## src/rtl/ptp_tod_pkg.sv

```systemverilog
// Package: shared time-of-day type and constants for the fine-adjust counter.
// Assumes nanoseconds never exceed one second minus one.
package ptp_tod_pkg;
    localparam int SEC_W = 32;
    localparam int NS_W  = 30;
    localparam int unsigned NS_PER_SEC = 32'd1_000_000_000;

    typedef struct packed {
        logic [SEC_W-1:0] sec;
        logic [NS_W-1:0]  ns;
    } tod_t;
endpackage

```

## src/rtl/ptp_frac_accum.sv

```systemverilog
// Module: phase accumulator. Adds the frequency word every cycle and
// reports a wrap past 2^ACC_W as a one-cycle step request.
// Assumes the clear request wins over the add.
module ptp_frac_accum #(
    parameter int ACC_W = 32
) (
    input  logic             clk,
    input  logic             rst_n,
    input  logic             clear_i,
    input  logic [ACC_W-1:0] addend_i,
    output logic             step_o
);
    logic [ACC_W-1:0] acc_q;
    logic [ACC_W-1:0] acc_sum;

    // Purpose: form this cycle's sum and its wrap bit.
    always_comb begin
        {step_o, acc_sum} = {1'b0, acc_q} + {1'b0, addend_i};
    end

    // Purpose: hold the phase, clearing it on reset or load.
    always_ff @(posedge clk) begin
        if (!rst_n)       acc_q <= '0;
        else if (clear_i) acc_q <= '0;
        else              acc_q <= acc_sum;
    end

    // a load leaves the accumulator empty
    a_r5_acc_cleared: assert property (@(posedge clk) disable iff (!rst_n)
        clear_i |=> (acc_q == '0));
    // a wrap leaves a smaller phase than before
    a_r2_wrap_drops: assert property (@(posedge clk) disable iff (!rst_n)
        (!clear_i && step_o) |=> (acc_q < $past(acc_q)));
    // no wrap means the phase did not fall
    a_r2_nowrap_grows: assert property (@(posedge clk) disable iff (!rst_n)
        (!clear_i && !step_o) |=> (acc_q >= $past(acc_q)));
endmodule

```

## src/rtl/ptp_tod_counter.sv

```systemverilog
// Module: seconds/nanoseconds counter. Adds the step on each request and
// carries a full second into the seconds field. A load overrides stepping.
// Assumes loaded nanoseconds are below one second.
module ptp_tod_counter
    import ptp_tod_pkg::*;
#(
    parameter int INC_W = 8
) (
    input  logic             clk,
    input  logic             rst_n,
    input  logic             load_i,
    input  tod_t             load_val_i,
    input  logic             step_i,
    input  logic [INC_W-1:0] incr_i,
    output tod_t             tod_o
);
    localparam logic [NS_W:0] NS_LIMIT = (NS_W+1)'(NS_PER_SEC);

    tod_t          tod_q;
    tod_t          tod_adv;
    logic [NS_W:0] ns_sum;
    logic          sec_carry;

    // Purpose: compute the stepped time with nanosecond rollover.
    always_comb begin
        ns_sum      = {1'b0, tod_q.ns} + (NS_W+1)'(incr_i);
        sec_carry   = (ns_sum >= NS_LIMIT);
        tod_adv.sec = tod_q.sec + SEC_W'(sec_carry);
        tod_adv.ns  = sec_carry ? NS_W'(ns_sum - NS_LIMIT) : NS_W'(ns_sum);
    end

    // Purpose: register the time, with load priority over stepping.
    always_ff @(posedge clk) begin
        if (!rst_n)      tod_q <= '0;
        else if (load_i) tod_q <= load_val_i;
        else if (step_i) tod_q <= tod_adv;
    end

    assign tod_o = tod_q;

    // load value appears after the edge
    a_r5_load_taken: assert property (@(posedge clk) disable iff (!rst_n)
        load_i |=> (tod_q == $past(load_val_i)));
    // time holds without a wrap
    a_r2_hold_idle: assert property (@(posedge clk) disable iff (!rst_n)
        (!load_i && !step_i) |=> $stable(tod_q));
    // nanoseconds stay inside one second
    a_r3_ns_range: assert property (@(posedge clk) disable iff (!rst_n)
        ({1'b0, tod_q.ns} < NS_LIMIT));
    // seconds move by zero or one
    a_r4_sec_step: assert property (@(posedge clk) disable iff (!rst_n)
        !load_i |=> ((tod_q.sec == $past(tod_q.sec)) ||
                     (tod_q.sec == $past(tod_q.sec) + SEC_W'(1))));
endmodule

```

## src/rtl/ptp_snap_reg.sv

```systemverilog
// Module: holding registers that capture the running time on a strobe.
// Assumes the input is the registered time, so the copy is coherent.
module ptp_snap_reg
    import ptp_tod_pkg::*;
(
    input  logic clk,
    input  logic rst_n,
    input  logic snap_i,
    input  tod_t tod_i,
    output tod_t snap_o
);
    tod_t snap_q;

    // Purpose: latch the time while the strobe is high.
    always_ff @(posedge clk) begin
        if (!rst_n)      snap_q <= '0;
        else if (snap_i) snap_q <= tod_i;
    end

    assign snap_o = snap_q;

    // capture takes the pre-edge time
    a_r7_capture: assert property (@(posedge clk) disable iff (!rst_n)
        snap_i |=> (snap_q == $past(tod_i)));
    // no strobe, no change
    a_r7_hold: assert property (@(posedge clk) disable iff (!rst_n)
        !snap_i |=> $stable(snap_q));
endmodule

```

## src/rtl/ptp_fine_clock.sv

```systemverilog
// Module: top of the fine-adjust PTP time counter. Joins the phase
// accumulator, the time counter and the capture registers.
// Assumes addend and step are held stable by a register block elsewhere.
module ptp_fine_clock
    import ptp_tod_pkg::*;
#(
    parameter int ACC_W = 32,
    parameter int INC_W = 8
) (
    input  logic             clk,
    input  logic             rst_n,
    input  logic [ACC_W-1:0] addend_i,
    input  logic [INC_W-1:0] incr_i,
    input  logic             load_i,
    input  logic [SEC_W-1:0] load_sec_i,
    input  logic [NS_W-1:0]  load_ns_i,
    input  logic             snap_i,
    output logic [SEC_W-1:0] sec_o,
    output logic [NS_W-1:0]  ns_o,
    output logic [SEC_W-1:0] snap_sec_o,
    output logic [NS_W-1:0]  snap_ns_o
);
    logic step;
    tod_t load_val;
    tod_t tod_now;
    tod_t tod_snap;

    assign load_val.sec = load_sec_i;
    assign load_val.ns  = load_ns_i;

    ptp_frac_accum #(.ACC_W(ACC_W)) u_accum (
        .clk      (clk),
        .rst_n    (rst_n),
        .clear_i  (load_i),
        .addend_i (addend_i),
        .step_o   (step)
    );

    ptp_tod_counter #(.INC_W(INC_W)) u_count (
        .clk        (clk),
        .rst_n      (rst_n),
        .load_i     (load_i),
        .load_val_i (load_val),
        .step_i     (step),
        .incr_i     (incr_i),
        .tod_o      (tod_now)
    );

    ptp_snap_reg u_snap (
        .clk    (clk),
        .rst_n  (rst_n),
        .snap_i (snap_i),
        .tod_i  (tod_now),
        .snap_o (tod_snap)
    );

    assign sec_o      = tod_now.sec;
    assign ns_o       = tod_now.ns;
    assign snap_sec_o = tod_snap.sec;
    assign snap_ns_o  = tod_snap.ns;
endmodule

```

## config.mk

```make
export PLATFORM = sky130hd
export DESIGN_NAME = ptp_fine_clock
export DESIGN_NICKNAME = d
export VERILOG_FILES = /design/src/rtl/ptp_tod_pkg.sv /design/src/rtl/ptp_frac_accum.sv /design/src/rtl/ptp_tod_counter.sv /design/src/rtl/ptp_snap_reg.sv /design/src/rtl/ptp_fine_clock.sv
export SDC_FILE = /design/constraint.sdc
export NUM_CORES = 1
export LEC_CHECK = 0
export BUFFER_PORTS_ARGS = -buffer_cell sky130_fd_sc_hd__buf_4
export CAP_MARGIN = 15
export CORE_AREA = 2 2 147 149
export DETAILED_ROUTE_END_ITERATION = 8
export DIE_AREA = 0 0 149 151
export GPL_TIMING_DRIVEN = 0
export PLACE_DENSITY = 0.77
export SYNTH_ARGS = -nofsm -noshare
export SYNTH_HDL_FRONTEND = slang
export SYNTH_SLANG_ARGS = --single-unit
```

## constraint.sdc

```tcl
create_clock -name clk -period 15.7 [get_ports clk]
set_input_delay 2.355 -clock clk [delete_from_list [all_inputs] [get_ports clk]]
set_output_delay 2.355 -clock clk [all_outputs]
set_load 0.01 [all_outputs]
```

# Word level (Yosys, flattened, before mapping)
# Index checks and enable logic that the tools add are counted.
# W data, S select, Z words.
[word_totals]
reg_bits = 156
input_bits = 106
output_inout_bits = 124
word_cells = 16
[classes]
n_addsub = 4
order_cmp = 1
mux = 3
bitwise = 1
reduce_logical = 2
[op_table]
columns = ["op", "n"]
rows = [
  ["$mux W62", 2],
  ["$add A32 B32 Y33", 1],
  ["$add A32 B1 Y32", 1],
  ["$add A30 B8 Y31", 1],
  ["$ge A31 B30 Y1 const B", 1],
  ["$mux W30", 1],
  ["$sub A30 B30 Y30 const B", 1],
  ["$reduce_bool A2 Y1", 1],
  ["$reduce_or A2 Y1", 1],
  ["$not A1 Y1", 1],
]

# Longest topological paths before layout
[logic_depth]
depth_word = 5
ltp_mapped = 27
depth_no_buf = 25

# By module
# From an unflattened synthesis, not the netlist that was laid out.
[hier_totals]
cells_unflattened = 1222
hier_area_um2 = 10028.4
[by_module_without_submodules]
columns = ["mod", "n_inst", "cells_each", "area_each_um2", "seq_area_each_um2"]
rows = [
  ["ptp_tod_counter", 1, 655, 4825.9, 1241.2],
  ["ptp_frac_accum", 1, 368, 2829.0, 640.6],
  ["ptp_snap_reg", 1, 199, 2373.5, 1241.2],
]

# Worst setup path before layout
# No wires, ideal clock.
[synth_timing]
path_kind = "input to register"
from = "in incr_i[0]"
to = "reg u_count.tod_q, in the netlist u_count.tod_o[60]"
setup_time_ns = 0.132
arrival_ns = 7.625
required_ns = 15.568
setup_slack_ns = 7.942
path_stages = 26
n_path_buf = 2
path_cell_list = "ha_1 > fa_1 > a211oi_4 > or3_4 > a21oi_1 > o32ai_1 > nor2_1 > or4b_1 > or4_1 > o311ai_2 > or2_1 > buf_4 > buf_6 > ha_1 > ha_1 > and3_1 > nand3_1 > nor2_1 > nand3_1 > nor2_1 > nand3_1 > nor2_1 > nand4_1 > and2_1 > o21ai_0 > a21oi_1"
[synth_via]
elab_chain_len = 5
[synth_lines]
columns = ["item", "line_no", "text"]
rows = [
  ["start, declared", "ptp_fine_clock.sv:13", "input logic [INC_W-1:0] incr_i,"],
  ["$add A30 B8 Y31", "ptp_tod_counter.sv:26", "ns_sum = {1'b0, tod_q.ns} + (NS_W+1)'(incr_i);"],
  ["$ge A31 B30 Y1", "ptp_tod_counter.sv:27", "sec_carry = (ns_sum >= NS_LIMIT);"],
  ["$add A32 B1 Y32", "ptp_tod_counter.sv:28", "tod_adv.sec = tod_q.sec + SEC_W'(sec_carry);"],
  ["$mux W62", "ptp_tod_counter.sv:36", "else if (step_i) tod_q <= tod_adv;"],
  ["$mux W62", "ptp_tod_counter.sv:35", "else if (load_i) tod_q <= load_val_i;"],
  ["end signal, assigned", "ptp_tod_counter.sv:35", ""],
  ["end signal, assigned", "ptp_tod_counter.sv:36", ""],
  ["end, declared", "ptp_tod_counter.sv:19", "tod_t tod_q;"],
]
# Every way passes these cells. The select of a mux whose other input is x is not followed.
# A chain may end at the register's enable or synchronous reset.

# Final worst setup path
# Ends and elaborated chain as after synthesis.

==> metrics.csv <==
metric,value,unit
status,completed,
initial_core_util,44.3,%
max_freq,0.117,GHz
drive_above_1_share,21.4,%
antenna_found_initial,1,
peakVddDrop,0.0000724,V
synth.avg_cell_area,8.19,µm²
hold_viol,0,
rows,53,
synth_edf_count,0,
grt_pass1_wl,46700,µm
syn-cell-area,9220,µm²
switching_share,34.3,%
place_congestion,0.949,
detailed_place_hpwl,22700,µm
clockBufferDepth,2,
wl,30300,µm
area_delta_synth_final,29.0,%
relSlewSlack,35.9,%
p_clk_share,35.9,%
numCtsBuffers,17,
hold_class,reg -> reg,
ctsResizeCount,0,
die_w,149,µm
ios,230,
crit_type,in -> reg,
die_y,151,µm
clock_sinks,156,
clkLatencyLatePin,440,ps
yosysWarnings,0,
num-fill-cells,1950,
netlist-cell-type-count,82,
min_period,8540,ps
final_net_count,1522,
maxCapViolations,0,
grt_max_degree,19,
wl_per_cell,18.3,µm
reg2regPathDepth,26,
htreeDepth,4,
synth_seq_cells,156,
power.share.combinational,26.2,%
endpoint_kind,flop,
dieArea,22500,µm²
port_buffers,227,
grt-ovfl-total,0,
antenna_left,0,
synth-async-reset-ratio,0,%
r2r-end,u_count.tod_o[60]$_SDFFE_PN0P_,
slew_viol_final,0,
via_count,9472,
leakage,5.20,nW
cts-root-buf,clkbuf_16,
yosysSeqAreaShare,33.9,%
drc,0,
reg2reg_from,u_count.tod_o[0]$_SDFFE_PN0P_,
syn-instance-count,1125,
coreArea,20800,µm²
cts_setup_buffers,0,
worstPathRequired,15990,ps
fin_skew,13.2,ps
setup-tns-final,0,ps
p_switching,0.414,mW
worst_pin_slew,952,ps
drt_iter0_drc,753,
whs_path_depth,2,
holdBufCountCts,0,
seqPwrFrac,37.9,%
fin_area,11900,µm²
fin_crit_sh,54.4,%
syn-num-nets,1276,
drt_pre_antenna_iters,5,
critPathLaunchType,input pin,
cp-startpoint,incr_i[0],
viasPerCell,5.71,
worstPathMaxFanout,10,
grt_use_total,26.4,%
whs_endpoint,u_snap.snap_o[50]$_SDFFE_PN0P_,
crit_arrival,8820,ps
power_density,102,nW/µm²
path_clk_slew,70,ps
finalSetupViolCount,0,
p_int,0.792,mW
place_area,11300,µm²
min_from,u_snap.snap_o[50]$_SDFFE_PN0P_,
ff2ff_setup_slack,8860,ps
cts_tree,yes,
grt_pass1_vias,8838,
rsz0062_at_grt,false,
yosys_most_used_dff,dfxtp_1,
-- layout by cell type (no fill, tap or decap), types with 24 or more instances in the layout --
master and n:
a21oi_1 89, dfxtp_1 156, mux2i_1 70, clkbuf_1 50, nor2_1 193, buf_4 228, nand2_1 62, o21ai_0 62
nand3_1 29, xnor2_1 36, ha_1 43, a21o_1 24, xor2_1 30
-- flip-flops by register name, summed over array words and instances, names as in the netlist --
signal         cells
u_snap.snap_o     62
u_accum.acc_q     32
u_count.tod_o     62
-- metal layers --
metal  vias up  share of wire, %  global-route usage, %  wire [µm]
met5         -                 0                      0          0
met4         0               3.2                   10.1        955
met3        68               7.9                   5.12       2390
met2       434                47                   43.7      14200
met1      4418                42                   34.0      12700
li1       4552                 -                      -          -
-- cell type report --
cell class                 instances  area [µm²]  area share, %
antenna                            1        2.50         0.0211
clock buffer                      17         425           3.58
sequential                       156        3120           26.3
timing repair buffer             227        1700           14.3
buffer                            65         263           2.21
tap                              275         344           2.89
inverter                          20        75.1          0.632
multi-input combinational        884        5750           48.4
clock inverter                    15         196           1.65
-- synthesized netlist by cell type (all sizes together), types with 24 or more instances --
master,number,area share (%)
nor2,195,8.0
dfxtp,156,34
a21oi,91,5.1
mux2i,70,7.6
o21ai,65,3.6
nand2,63,2.6
clkbuf,50,2.0
ha,43,5.8
xnor2,36,3.4
nand3,30,1.8
xor2,30,2.9
nor3,25,1.5
a21o,24,2.0
-- cell families after synthesis --
family                   count (synthesis)  share of synthesized area [%]
adder cells (fa/ha/maj)                 45                           6.27
AO/OA/AOI/OAI                          307                           22.3
buffers and inverters                   85                           3.67
flip-flops                             156                           33.9
multiplexers                            70                           7.60
AND/OR/NAND/NOR                        396                           20.0
XOR/XNOR                                66                           6.27
-- how the worst max path moves through the flow --
stage,end,cells after the start
2_1_floorplan,u_count.tod_o[60]$_SDFFE_PN0P_,26
3_3_place_gp,u_count.tod_o[60]$_SDFFE_PN0P_,27
3_5_place_dp,u_count.tod_o[60]$_SDFFE_PN0P_,27
4_1_cts,u_count.tod_o[60]$_SDFFE_PN0P_,27
5_1_grt,u_count.tod_o[60]$_SDFFE_PN0P_,27
6_report,u_count.tod_o[60]$_SDFFE_PN0P_,27
-- through the flow --
| step | util (%) | hold slack, ps | worst slack, ps | total power [mW] | std cells |
|---|---|---|---|---|---|
| global placement | 54.1 | 475 | 6940 | 0.770 | 1627 |
| floorplan | - | 522 | 7940 | 0.656 | 1125 |
| detailed placement | 54.1 | 482 | 6870 | 0.776 | 1627 |
| finish | 57.1 | 495 | 7160 | 1.21 | 1660 |
| global route | 57.1 | 523 | 6600 | 1.26 | 1660 |
| CTS | 57.1 | 501 | 7300 | 1.21 | 1659 |
-- power groups by stage --
stage	Sequential, mW	Combinational (mW)	Clock, mW
floorplan	0.467	0.189	0
global placement	0.465	0.305	0
detailed placement	0.465	0.310	0
CTS	0.457	0.312	0.438
global route	0.461	0.344	0.456
finish	0.457	0.316	0.433
-- worst max-delay path, cell delays in order --
cell	delay [ps]
buf_4	110
ha_1	240
fa_1	460
a211oi_4	370
nor3_2	140
nor2_2	440
nor4b_1	150
xnor2_1	370
nand2_1	100
or4_1	530
o311ai_2	340
or2_1	150
buf_4	160
buf_6	170
ha_1	180
ha_1	190
and3_1	220
nand3_1	230
nor2_1	390
nand3_1	230
nor2_1	270
nand3_1	140
nor2_1	260
nand4_1	180
and2_1	190
o21ai_0	150
a21oi_1	80
(Power assumes the default switching activity.)
